## config.mk

```make
export PLATFORM = sky130hd
export DESIGN_NAME = gpr_bank
export DESIGN_NICKNAME = d
export VERILOG_FILES = /design/src/rtl/gpr_pkg.sv /design/src/rtl/gpr_wr_decode.sv /design/src/rtl/gpr_store.sv /design/src/rtl/gpr_rd_port.sv /design/src/rtl/gpr_bank.sv
export SDC_FILE = /design/constraint.sdc
export NUM_CORES = 1
export LEC_CHECK = 0
export ABC_CLOCK_PERIOD_IN_PS = 4900
export CORE_MARGIN = 2
export CORE_UTILIZATION = 47
export DETAILED_ROUTE_END_ITERATION = 8
export PLACE_DENSITY = 0.67
export SLEW_MARGIN = 20
export SYNTH_ARGS = -nofsm -noshare
export SYNTH_HDL_FRONTEND = slang
export SYNTH_SLANG_ARGS = --single-unit
```

## constraint.sdc

```tcl
create_clock -name clk -period 4.9 [get_ports clk]
set_clock_uncertainty 0.05 [all_clocks]
set_input_delay 0.98 -clock clk [delete_from_list [all_inputs] [get_ports clk]]
set_output_delay 0.98 -clock clk [all_outputs]
set_load 0.03 [all_outputs]
```

## src/rtl/gpr_pkg.sv

```systemverilog
package gpr_pkg;

  // Selector width and bank depth shared by the submodules.
  localparam int unsigned GPR_SEL_W  = 4;
  localparam int unsigned GPR_DEPTH  = 8;
  localparam int unsigned GPR_WORD_W = 32;

  // A selector names a real register only below the bank depth.
  function automatic logic sel_live(input logic [GPR_SEL_W-1:0] sel,
                                    input int unsigned depth);
    return (32'(sel) < depth);
  endfunction

endpackage

```

## src/rtl/gpr_wr_decode.sv

```systemverilog
module gpr_wr_decode #(
  parameter int unsigned SEL_W = gpr_pkg::GPR_SEL_W,
  parameter int unsigned DEPTH = gpr_pkg::GPR_DEPTH
) (
  input  logic [SEL_W-1:0] wr_sel,
  output logic [DEPTH-1:0] wr_hit
);

  // One comparator per register; null codes match none of them.
  for (genvar g = 0; g < DEPTH; g++) begin : g_cmp
    assign wr_hit[g] = (wr_sel == SEL_W'(g));
  end

endmodule

```

## src/rtl/gpr_store.sv

```systemverilog
module gpr_store #(
  parameter int unsigned WORD_W = gpr_pkg::GPR_WORD_W,
  parameter int unsigned DEPTH  = gpr_pkg::GPR_DEPTH
) (
  input  logic                         clk,
  input  logic                         rst,
  input  logic [DEPTH-1:0]             wr_hit,
  input  logic [WORD_W-1:0]            wr_data,
  output logic [DEPTH-1:0][WORD_W-1:0] cells
);

  for (genvar g = 0; g < DEPTH; g++) begin : g_cell
    always_ff @(posedge clk) begin
      if (rst)            cells[g] <= '0;
      else if (wr_hit[g]) cells[g] <= wr_data;
    end


    clear_on_reset_chk: assert property (@(posedge clk)
      rst |=> cells[g] == '0);


    write_lands_chk: assert property (@(posedge clk) disable iff (rst)
      wr_hit[g] |=> cells[g] == $past(wr_data));


    untouched_holds_chk: assert property (@(posedge clk) disable iff (rst)
      !wr_hit[g] |=> $stable(cells[g]));
  end

endmodule

```

## src/rtl/gpr_rd_port.sv

```systemverilog
module gpr_rd_port #(
  parameter int unsigned SEL_W  = gpr_pkg::GPR_SEL_W,
  parameter int unsigned WORD_W = gpr_pkg::GPR_WORD_W,
  parameter int unsigned DEPTH  = gpr_pkg::GPR_DEPTH
) (
  input  logic [DEPTH-1:0][WORD_W-1:0] cells,
  input  logic [SEL_W-1:0]             sel,
  output logic [WORD_W-1:0]            data
);

  localparam int unsigned IDX_W = (DEPTH > 1) ? $clog2(DEPTH) : 1;

  logic             live;
  logic [IDX_W-1:0] idx;

  assign live = gpr_pkg::sel_live(sel, DEPTH);
  assign idx  = IDX_W'(sel);

  always_comb begin
    data = '0;
    if (live) data = cells[idx];
  end

endmodule

```

## src/rtl/gpr_bank.sv

```systemverilog
module gpr_bank #(
  parameter int unsigned SEL_W  = gpr_pkg::GPR_SEL_W,
  parameter int unsigned WORD_W = gpr_pkg::GPR_WORD_W,
  parameter int unsigned DEPTH  = gpr_pkg::GPR_DEPTH
) (
  input  logic              clk,
  input  logic              rst,
  input  logic [SEL_W-1:0]  rd_a_sel,
  output logic [WORD_W-1:0] rd_a_data,
  input  logic [SEL_W-1:0]  rd_b_sel,
  output logic [WORD_W-1:0] rd_b_data,
  input  logic [SEL_W-1:0]  wr_sel,
  input  logic [WORD_W-1:0] wr_data
);

  logic [DEPTH-1:0]             wr_hit;
  logic [DEPTH-1:0][WORD_W-1:0] cells;

  gpr_wr_decode #(.SEL_W(SEL_W), .DEPTH(DEPTH)) u_dec (
    .wr_sel (wr_sel),
    .wr_hit (wr_hit)
  );

  gpr_store #(.WORD_W(WORD_W), .DEPTH(DEPTH)) u_store (
    .clk     (clk),
    .rst     (rst),
    .wr_hit  (wr_hit),
    .wr_data (wr_data),
    .cells   (cells)
  );

  gpr_rd_port #(.SEL_W(SEL_W), .WORD_W(WORD_W), .DEPTH(DEPTH)) u_rd_a (
    .cells (cells),
    .sel   (rd_a_sel),
    .data  (rd_a_data)
  );

  gpr_rd_port #(.SEL_W(SEL_W), .WORD_W(WORD_W), .DEPTH(DEPTH)) u_rd_b (
    .cells (cells),
    .sel   (rd_b_sel),
    .data  (rd_b_data)
  );


  null_write_inert_chk: assert property (@(posedge clk) disable iff (rst)
    !gpr_pkg::sel_live(wr_sel, DEPTH) |=> $stable(cells));


  null_write_no_hit_chk: assert property (@(posedge clk) disable iff (rst)
    !gpr_pkg::sel_live(wr_sel, DEPTH) |-> wr_hit == '0);


  ports_agree_chk: assert property (@(posedge clk) disable iff (rst)
    (rd_a_sel == rd_b_sel) |-> (rd_a_data == rd_b_data));


  null_read_zero_chk: assert property (@(posedge clk) disable iff (rst)
    !gpr_pkg::sel_live(rd_a_sel, DEPTH) |-> rd_a_data == '0);

endmodule

```

-- Yosys cells after proc, flatten, opt, wreduce, memory -nomap -nowiden
Index checks and enable logic that the tools add are counted.
- bits in registers: 256
- word-level logic and storage cells: 26
- eq/ne operators: 7
- $lt $le $gt $ge: 4
- reductions and logical operators: 1
- multiplexer cells: 6
- operators with widths (operator ; number):
    $bmux 32 s3 ; 2
    $mux 32 ; 4
    $eq 4x3->1 const B ; 4
    $eq 4x2->1 const B ; 2
    $lt 3x4->1 const B ; 2
    $lt 4x4->1 const B ; 2
    $eq 4x1->1 const B ; 1
    $logic_not 4->1 ; 1

-- Longest topological paths before layout
Gate-level depths: netlist of run 1.
- word-level depth: 3
- gate-level depth with buffers: 6

-- Modules after synthesis
Synthesis of run 1 repeated with hierarchy kept, for this count alone.
- cell total of the unflattened synthesis: 1166
- area, all modules: 13736.9 um^2
- modules (own cells, without submodules) (module ; sequential area each (um^2) ; area an instance (um^2) ; cells each ; instances):
    gpr_store ; 5124.9 ; 9521.6 ; 860 ; 1
    gpr_rd_port ; 0.0 ; 2067.0 ; 149 ; 2
    gpr_wr_decode ; 0.0 ; 81.3 ; 8 ; 1

-- Least setup slack after synthesis of run 1
OpenSTA, ideal clock, no wires.
- path kind: input-to-output
- start: in rd_a_sel[2]
- end: out rd_a_data[27]
- stages: 6
- path buffers: 3
- slack: 1.715 ns
- arrival: 2.155 ns
- required time: 3.870 ns
- path through: buf_4 -> buf_4 -> buf_4 -> mux4_2 -> mux2i_1 -> nor2_1
- word-level cells in the longest chain between the ends: 3
- elaborated cells on any way between the ends: 4
- RTL lines (item ; RTL line ; text):
    start, declared ; gpr_bank.sv:8 ; input logic [SEL_W-1:0] rd_a_sel,
    $bmux 32 s3 ; gpr_rd_port.sv:21 ; if (live) data = cells[idx];
    $mux 32 (not written as such) ; gpr_rd_port.sv:21 ;
    $mux 32 (*) ; gpr_rd_port.sv:21 ;
    end, declared ; gpr_bank.sv:9 ; output logic [WORD_W-1:0] rd_a_data,
Every way passes the cells marked *; elsewhere a longest branch is shown, timed or not. The select of a mux whose other input is x is not followed.

-- Worst setup path in the final report of run 1
- start: in rd_b_sel[1]
- end: out rd_b_data[19]
- word-level cells in the longest chain between the ends: 3
- elaborated cells on any way between the ends: 4
- RTL lines (item ; RTL line ; text):
    start, declared ; gpr_bank.sv:10 ; input logic [SEL_W-1:0] rd_b_sel,
    $bmux 32 s3 ; gpr_rd_port.sv:21 ;
    $mux 32 (not written as such) ; gpr_rd_port.sv:21 ;
    $mux 32 (*) ; gpr_rd_port.sv:21 ;
    end, declared ; gpr_bank.sv:11 ; output logic [WORD_W-1:0] rd_b_data,
Marked as above.

==> run metrics, run 1 <==
Synth area leader=dfxtp_1; Cell variety after synth=18; fin crit share=84.51%; Synth area leaders=dfxtp_1 38%, mux4_2 22%, nand2_1 14%; worst reg-to-reg setup slack=4160 ps; post-CTS setup buffers=0; Syn Nets=1507; CP max stage delay=620 ps; Tmin final=4141 ps; vias post-DR=10.73k; grt ovf=0; clock root cell=clkbuf_16; area grow syn2layout=13.94%; total routed wirelength=38780 um; vias in the first global route=10.81k; hold_sp=u_store.cells[170]$_SDFFE_PP0N_; hpwl dp=23150 um; filler cell count=2546; antenna viol nets, final=0; PD cells=321.1 nW/um^2; Ports=110; most flop-heavy register=u_store.cells; largest net degree at the start of global routing=135; Register Area=5125 sq um; Largest register FFs=256; fmax=241.5 MHz; max cap viols=0; Vias/cell=5.733; CTS Buf Count=28; core outline area=27930 sq um; cts repair resizes=0; Post-CTS Hold Buffers=0; synth warn=0; WHS Endpoint=u_store.cells[170]$_SDFFE_PP0N_; CP endpoint kind=primary output; Hold Path Stages=2; Global Route Usage Sum=25.73%; worst-path fanout max=17; cell chain of the critical path=buf_4 -> buf_4 -> mux4_2 -> mux2i_1 -> nor2_1 -> clkdlybuf4s50_1; Max Slew Vio Count=0; Nets=1517; Worst slew margin=25.40%; Die Wd=172.7 um; initial core utilization=47.88%; Chip Height=172.7 um; Avg Cell Area, Syn=9.154 sq um; wire length of the first global-routing pass=61040 um; Yosys top cell area share=38.32%; Slowest cell on crit path=clkdlybuf4s50_1; hold crit path type=register to register; # DRC=0; Port Buf Inserts=109; std cell rows=61; Iteration-0 DRC Markers=1064; share of cells above drive strength 1=15.49%; RSZ-0062 raised after global routing=no; worst skew pair latency=540 ps; Max clock buf depth=3; Syn Inst Count=1461; cells on worst reg2reg path=2; critical path class=primary input to primary output; setup tns final=0 ps; required time worst endpoint=3870 ps; VDD IR-drop max=0.2146 mV; CTS tree=built; #FFs+latches synth=256; Slew @ Worst Pin=1118 ps; Avg WL per Cell=20.73 um; initial antenna violation count=2; DIE AREA=29820 sq um; Worst Path Arrival=3110 ps; CP most frequent cell=buf_4; FF-to-FF Start=u_store.cells[223]$_SDFFE_PP0N_; H-tree depth=1; sequential element share of the synthesized area=38.32%; Synth Cell Area=13370 sq um; drt first pass iters=5; startpoint type of the worst setup path=primary input; P_leak=0.005137 uW; outcome=complete, no violations; worst r2r dst=u_store.cells[223]$_SDFFE_PP0N_; Top Registers=u_store.cells x256; area of the multi-input gates=7202 sq um; Sink Count=256; Clock transition at path regs=60 ps; Final Power=4893 uW; setup violators final=0; RePlAce Congestion=0.7735; Final Hold Vio Count=0
how the worst max path moves through the flow:
stage | start | endpoint
floorplan | rd_a_sel[2] | rd_a_data[27]
global placement | rd_b_sel[1] | rd_b_data[15]
detailed placement | rd_b_sel[1] | rd_b_data[13]
CTS | rd_b_sel[1] | rd_b_data[13]
global route | rd_b_sel[1] | rd_b_data[13]
finish | rd_b_sel[1] | rd_b_data[19]
cells in the mapped netlist, drive strengths merged:
master / number
nor2: 64
a21oi: 256
or4b: 3
mux4: 128
nand4b: 1
or4: 1
nor4: 1
nand4bb: 3
and4b: 1
nor4b: 3
buf: 119
clkbuf: 46
nand2: 512
dfxtp: 256
mux2i: 64
and4bb: 3
metal layers:
metal / share of wire [%] / GRT usage (%)
met1: 40 / 32.24
met2: 51 / 46.00
met3: 6.8 / 3.760
met4: 2.6 / 7.733
met5: 0 / 0
area by class of cell:
class	instances	share of cell area (%)
multi-input combinational	1040	47.26
antenna	2	0.03284
tap	378	3.104
clock inverter	8	0.7964
sequential	256	33.63
clock buffer	42	5.805
timing repair buffer	145	9.369
per-stage QoR:
stage | util, % | cell area (sq um) | setup slack (ps) | hold slack, ps | std cells
2_1_floorplan | - | 13370 | 1715 | 392.9 | 1461
3_3_place_gp | 50.93 | 14230 | 741.5 | 398.9 | 1819
3_5_place_dp | 50.93 | 14230 | 745.8 | 407.0 | 1819
4_1_cts | 54.53 | 15230 | 743.4 | 413.9 | 1869
5_1_grt | 54.54 | 15240 | 589.6 | 435.9 | 1870
6_report | 54.55 | 15240 | 758.9 | 414.0 | 1871
layout by cell type (no fill, tap or decap), drive strengths merged, types with 4 or more instances in the layout:
cell type      instances
clkdlybuf4s50        100
nand2                512
mux2i                 64
dfxtp                256
clkinv                 4
a21oi                256
mux4                 128
clkbuf                42
buf                   45
nor2                  64
critical path: cells and delay by family:
family	cells	cell delay (ps)
muxes	2	710
buffers and inverters	3	1320
and+or+nand+nor	1	60
logic make-up (layout without fill, tap and decap cells):
| group | Yosys count | after routing | synth area share [%] |
|---|---|---|---|
| flops | 256 | 256 | 38.32 |
| simple gates | 592 | 592 | 17.81 |
| compound gates | 256 | 256 | 9.580 |
| buf+inv | 165 | 195 | 7.943 |
| mux | 192 | 192 | 26.34 |
| other cells | 0 | 2 | 0 |
power by group:
group | leakage, uW | switching [uW] | internal (uW)
clock | 0.000503 | 861 | 1400
combinational | 0.00256 | 287 | 190
sequential | 0.00207 | 31.2 | 2130
total | 0.00514 | 1180 | 3710
Power figures use the tool's default switching activity.
==> inputs of run 2 (changes only) <==
--- a/config.mk
+++ b/config.mk
@@ -5,7 +5,7 @@
 export SDC_FILE = /design/constraint.sdc
 export NUM_CORES = 1
 export LEC_CHECK = 0
-export ABC_CLOCK_PERIOD_IN_PS = 4900
+export ABC_CLOCK_PERIOD_IN_PS = 4350
 export CORE_MARGIN = 2
 export CORE_UTILIZATION = 47
 export DETAILED_ROUTE_END_ITERATION = 8
==> constraint.sdc (replaced) <==
create_clock -name clk -period 4.35 [get_ports clk]
set_clock_uncertainty 0.05 [all_clocks]
set_input_delay 0.87 -clock clk [delete_from_list [all_inputs] [get_ports clk]]
set_output_delay 0.87 -clock clk [all_outputs]
set_load 0.03 [all_outputs]
==> run 2 against run 1 <==
Critical endpoint is now rd_a_data[12]; final area shrank 0.17%; wire length fell by 1.2%; clock power increased by 12%; hold slack gained 1.0 ps; sequential share of layout area grew 0.058 points; largest power group unchanged; count of clock-buffer cells in the layout unchanged.
==> run metrics, run 2 (synthesized netlist as in run 1, its figures left out) <==
Die Wd=172.7 um (unchanged); grt ovf=0 (unchanged); setup tns final=0 ps (unchanged); required time worst endpoint=3430 ps (-440 ps); startpoint type of the worst setup path=primary input; Final Power=5490 uW (+12%); most frequent cells in the layout=512 x nand2_1, 256 x a21oi_1, 256 x dfxtp_1; total routed wirelength=38320 um (-1.2%); Port Buf Inserts=109 (unchanged); initial core utilization=47.88% (unchanged); share of cells above drive strength 1=15.43% (-0.067 points); Top Registers=u_store.cells x256; placed cell area=14210 sq um (-0.11%); largest net degree at the start of global routing=92 (-32%); area grow syn2layout=13.74%; vias in the first global route=10.45k (-3.3%); RePlAce Congestion=0.7670 (-0.84%); Hold Slack=415.1 ps (+1.040 ps); Seq pwr share=44.2% (about the same); sw frac=24.38% (+0.27 points); outcome=complete, no violations; most common cell after layout, fill and taps aside=nand2_1; placed instance count=1817 (-0.11%); DIE AREA=29820 sq um (unchanged); # DRC=0 (unchanged); worst skew pair latency=540 ps (about the same); Slew @ Worst Pin=845.6 ps (-272.9 ps); Worst slew margin=43.63% (+18 points); Chip Height=172.7 um (unchanged); fin crit share=86.60%; hold crit path type=register to register; Avg WL per Cell=20.50 um (-1.1%); RSZ-0062 raised after global routing=no; CTS Buf Count=28 (unchanged); Final Hold Vio Count=0 (unchanged); most flop-heavy register=u_store.cells; VDD IR-drop max=0.2915 mV (+36%); worst-path fanout max=46 (+29); Clock transition at path regs=60 ps (about the same); Int Pwr=4152 uW (+12%); clock root cell=clkbuf_16; net switching power=1339 uW (+13%); drt first pass iters=5 (unchanged); Global Route Usage Sum=25.25% (-0.48 points); Ports=110 (unchanged); core outline area=27930 sq um (unchanged); Worst Path Arrival=2850 ps (-260 ps); post-CTS setup buffers=0 (unchanged); Post-CTS Hold Buffers=0 (unchanged); PD cells=360.9 nW/um^2 (+12%); fmax=265.4 MHz; hpwl dp=21810 um (-5.8%); Largest register FFs=256 (unchanged); Sink Count=256 (unchanged); P_leak=0.005124 uW (-0.25%); H-tree depth=1 (unchanged); Combinational Power Share=9.8% (about the same); Max clock buf depth=3 (unchanged); diode count=0 (-2); clock network fraction of total power=46.0% (-0.2 points); CP endpoint kind=primary output; Vias/cell=5.746 (+0.24%); critical path class=primary input to primary output; max cap viols=0 (unchanged); setup violators final=0 (unchanged); cts repair resizes=0 (unchanged); initial antenna violation count=0 (-2); wire length of the first global-routing pass=59610 um (-2.4%); Max Slew Vio Count=0 (unchanged); CTS tree=built; vias post-DR=10.74k (+0.13%); Iteration-0 DRC Markers=998 (-6.2%); antenna viol nets, final=0 (unchanged); Cell Count, Final, Fillers Out=1869 (-0.11%); std cell rows=61 (unchanged); Nets=1515 (-0.13%); Tmin final=3767 ps; Final Instance Area=15210 sq um (-0.17%)
## run 2: changes by cell type in the layout (fill, tap and decap cells not counted)
cell       previous run  this run
clkbuf_1              2         3
clkinv_2              4         6
clkbuf_16            29        28
buf_4                30        28
clkinv_8              0         1
diode_2               2         0
inv_8                 1         0
## run 2: layout make-up
type | count | area [sq um]
clock inverters | 10 | 136.4
repair buffers | 143 | 1413
clock buffers | 42 | 863.3
fillers | 2509 | 12720
multi-input cells | 1040 | 7202
well taps | 378 | 473.0
flip-flops and latches | 256 | 5125
## run 2: metal layers
metal | up-vias | wire, um | part of all wire (%) | global-route usage (%)
li1 | 5034 | - | - | -
met1 | 5191 | 15210 | 40 | 32.06
met2 | 425 | 19140 | 50 | 44.33
met3 | 90 | 2756 | 7.2 | 3.408
met4 | 0 | 1211 | 3.2 | 8.722
met5 | - | 0 | 0 | 0
## run 2: final timing paths
kind                                        start                         endpoint  slack, ps  cells after the start
setup / recovery                      rd_a_sel[1]                    rd_a_data[12]        580                      6
hold / removal    u_store.cells[212]$_SDFFE_PP0N_  u_store.cells[212]$_SDFFE_PP0N_        420                      2
setup reg to reg   u_store.cells[26]$_SDFFE_PP0N_   u_store.cells[26]$_SDFFE_PP0N_       3620                      2
hold reg to reg   u_store.cells[212]$_SDFFE_PP0N_  u_store.cells[212]$_SDFFE_PP0N_        420                      2
## run 2: power by group through the flow
stage	Combinational [uW]	Clock [uW]	Sequential, uW
floorplan	399	0	2470
global placement	532	0	2480
detailed placement	538	0	2480
CTS	539	2560	2430
global route	571	2660	2430
finish	538	2520	2430
## run 2: critical path: stages
cell	delay [ps]
buf_4	100
buf_12	340
mux4_2	560
mux2i_1	250
nor2_1	70
clkdlybuf4s50_1	620
## run 2: metrics by stage
step | util [%] | worst slack [ps]
2_1_floorplan | - | 1385
3_3_place_gp | 50.88 | 584.9
3_5_place_dp | 50.88 | 565.0
4_1_cts | 54.46 | 566.6
5_1_grt | 54.46 | 490.4
6_report | 54.46 | 582.8
==> inputs of run 3 (changes only) <==
--- a/config.mk
+++ b/config.mk
@@ -10,6 +10,7 @@
 export CORE_UTILIZATION = 47
 export DETAILED_ROUTE_END_ITERATION = 8
 export PLACE_DENSITY = 0.67
+export REMOVE_ABC_BUFFERS = 1
 export SLEW_MARGIN = 20
 export SYNTH_ARGS = -nofsm -noshare
 export SYNTH_HDL_FRONTEND = slang
==> constraint.sdc (replaced) <==
create_clock -name clk -period 4.35 [get_ports clk]
set_clock_uncertainty 0.05 [all_clocks]
set_input_delay 0.87 -clock clk [delete_from_list [all_inputs] [get_ports clk]]
set_output_delay 0.87 -clock clk [all_outputs]
set_load 0.01 [all_outputs]
==> run 3 against run 2 <==
Via count is 1.7% higher; non-clock buffer count is 9 higher; critical path depth stayed put; cell count is 0.43% higher; sequential share of layout area is 0.21 points lower; combinational power is 0.9% higher; largest power group is now sequential cells; highest routed layer is now met5.
==> run metrics, run 3 (synthesized netlist as in run 1, its figures left out) <==
Tmin final=3740 ps (-26.86 ps); setup tns final=0 ps (unchanged); PD cells=351.9 nW/um^2 (-2.5%); Global Route Usage Sum=25.82% (+0.57 points); placed cell area=14380 sq um (+1.2%); CTS Buf Count=28 (unchanged); FF-to-FF Start=u_store.cells[198]$_SDFFE_PP0N_; vias post-DR=10.93k (+1.7%); Seq pwr share=45.1% (+0.9 points); Die Wd=172.7 um (unchanged); Vias/cell=5.821 (+1.3%); Max clock buf depth=3 (unchanged); Worst slew margin=40.52% (-3.1 points); initial antenna violation count=1 (+1); Final Instance Area=15310 sq um (+0.63%); RSZ-0062 raised after global routing=no; cts repair resizes=0 (unchanged); Int Pwr=4061 uW (-2.2%); Max Slew Vio Count=0 (unchanged); # DRC=0 (unchanged); Sink Count=256 (unchanged); VDD IR-drop max=0.2271 mV (-22%); vias in the first global route=10.88k (+4.1%); hold_sp=u_store.cells[179]$_SDFFE_PP0N_; Nets=1524 (+0.59%); net switching power=1326 uW (-0.97%); Port Buf Inserts=109 (unchanged); Chip Height=172.7 um (unchanged); clock root cell=clkbuf_16; diode count=0 (unchanged); most common cell after layout, fill and taps aside=nand2_1; Top Registers=u_store.cells x256; H-tree depth=1 (unchanged); P_leak=0.005168 uW (+0.85%); grt ovf=0 (unchanged); startpoint type of the worst setup path=primary input; hold crit path type=register to register; RePlAce Congestion=0.7656 (-0.18%); outcome=complete, no violations; max cap viols=0 (unchanged); Largest register FFs=256 (unchanged); Setup crit start=rd_a_sel[1]; sw frac=24.61% (+0.23 points); Final Hold Vio Count=0 (unchanged); Ports=110 (unchanged); Combinational Power Share=10.1% (+0.3 points); total routed wirelength=39310 um (+2.6%); worst skew pair latency=540 ps (about the same); required time worst endpoint=3430 ps (about the same); antenna viol nets, final=0 (unchanged); clock network fraction of total power=44.8% (-1.2 points); std cell rows=61 (unchanged); most frequent cells in the layout=512 x nand2_1, 256 x a21oi_1, 256 x dfxtp_1; setup violators final=0 (unchanged); Clock transition at path regs=60 ps (about the same); Post-CTS Hold Buffers=0 (unchanged); CTS tree=built; share of cells above drive strength 1=15.61% (+0.18 points); core outline area=27930 sq um (unchanged); Avg WL per Cell=20.94 um (+2.1%); drt first pass iters=5 (unchanged); fin crit share=85.98% (-0.62 points); most flop-heavy register=u_store.cells; Iteration-0 DRC Markers=1002 (+0.40%); post-CTS setup buffers=0 (unchanged); Worst Path Arrival=2820 ps (-30 ps); DIE AREA=29820 sq um (unchanged); worst-path fanout max=16 (-65%); area grow syn2layout=14.46%; fmax=267.4 MHz (+0.72%); hpwl dp=22680 um (+4.0%); initial core utilization=47.88% (unchanged); largest net degree at the start of global routing=92 (unchanged); CP endpoint kind=primary output; critical path class=primary input to primary output; Slew @ Worst Pin=891.8 ps (+46.17 ps); wire length of the first global-routing pass=61170 um (+2.6%)
==> run 3: changes by cell type in the layout (fill, tap and decap cells not counted) <==
cell / delta
clkbuf_8: -8
buf_12: +7
clkinv_2: +5
buf_2: -2
buf_4: +2
clkbuf_1: +2
clkdlybuf4s50_1: +2
clkbuf_16: +1
clkinv_8: -1
==> run 3: final timing paths <==
| path | endpoint | slack [ps] | depth (start not counted) |
|---|---|---|---|
| worst min-delay path | u_store.cells[179]$_SDFFE_PP0N_ | 410 | 2 |
| worst max-delay path | rd_a_data[30] | 610 | 6 |
| worst min register to register | u_store.cells[179]$_SDFFE_PP0N_ | 410 | 2 |
| worst max register to register | u_store.cells[198]$_SDFFE_PP0N_ | 3620 | 2 |
==> run 3: final cells by class <==
class / instances / area, sq um
clock inverters: 14 / 145.1
well taps: 378 / 473.0
repair buffers: 152 / 1578
fillers: 2558 / 12630
clock buffers: 37 / 785.8
multi-input cells: 1040 / 7202
flip-flops and latches: 256 / 5125
==> run 3: power groups by stage <==
stage	clock network, uW	logic, uW	registers [uW]
6_report	2410	543	2430
5_1_grt	2540	578	2430
4_1_cts	2450	543	2430
3_5_place_dp	0	541	2480
3_3_place_gp	0	535	2480
2_1_floorplan	0	207	2470
==> run 3: critical path, stage by stage <==
cell and delay [ps]:
buf_4 330, buf_4 340, mux4_2 520, mux2i_1 190
nor2_1 60, clkdlybuf4s50_1 500
==> run 3: stage by stage <==
step                      power [uW]  setup slack [ps]  hold slack, ps  utilization [%]  std cells
after floorplan                 2676              1889           386.9                -       1296
after global placement          3011             584.9           398.5            51.47       1826
after detailed placement        3021             602.3           407.5            51.47       1826
after CTS                       5420             603.3           415.5            54.80       1877
after global routing            5552             488.3           431.3            54.80       1877
final                           5386             609.7           413.4            54.80       1877
==> run 3: routing by layer <==
metal	track usage, %	share of wire [%]	wire [um]	vias up
met5	0	0.033	13	-
met4	8.016	2.4	926	2
met3	3.606	7.0	2769	80
met2	44.29	49	19290	435
met1	33.97	41	16310	5370
li1	-	-	-	5039
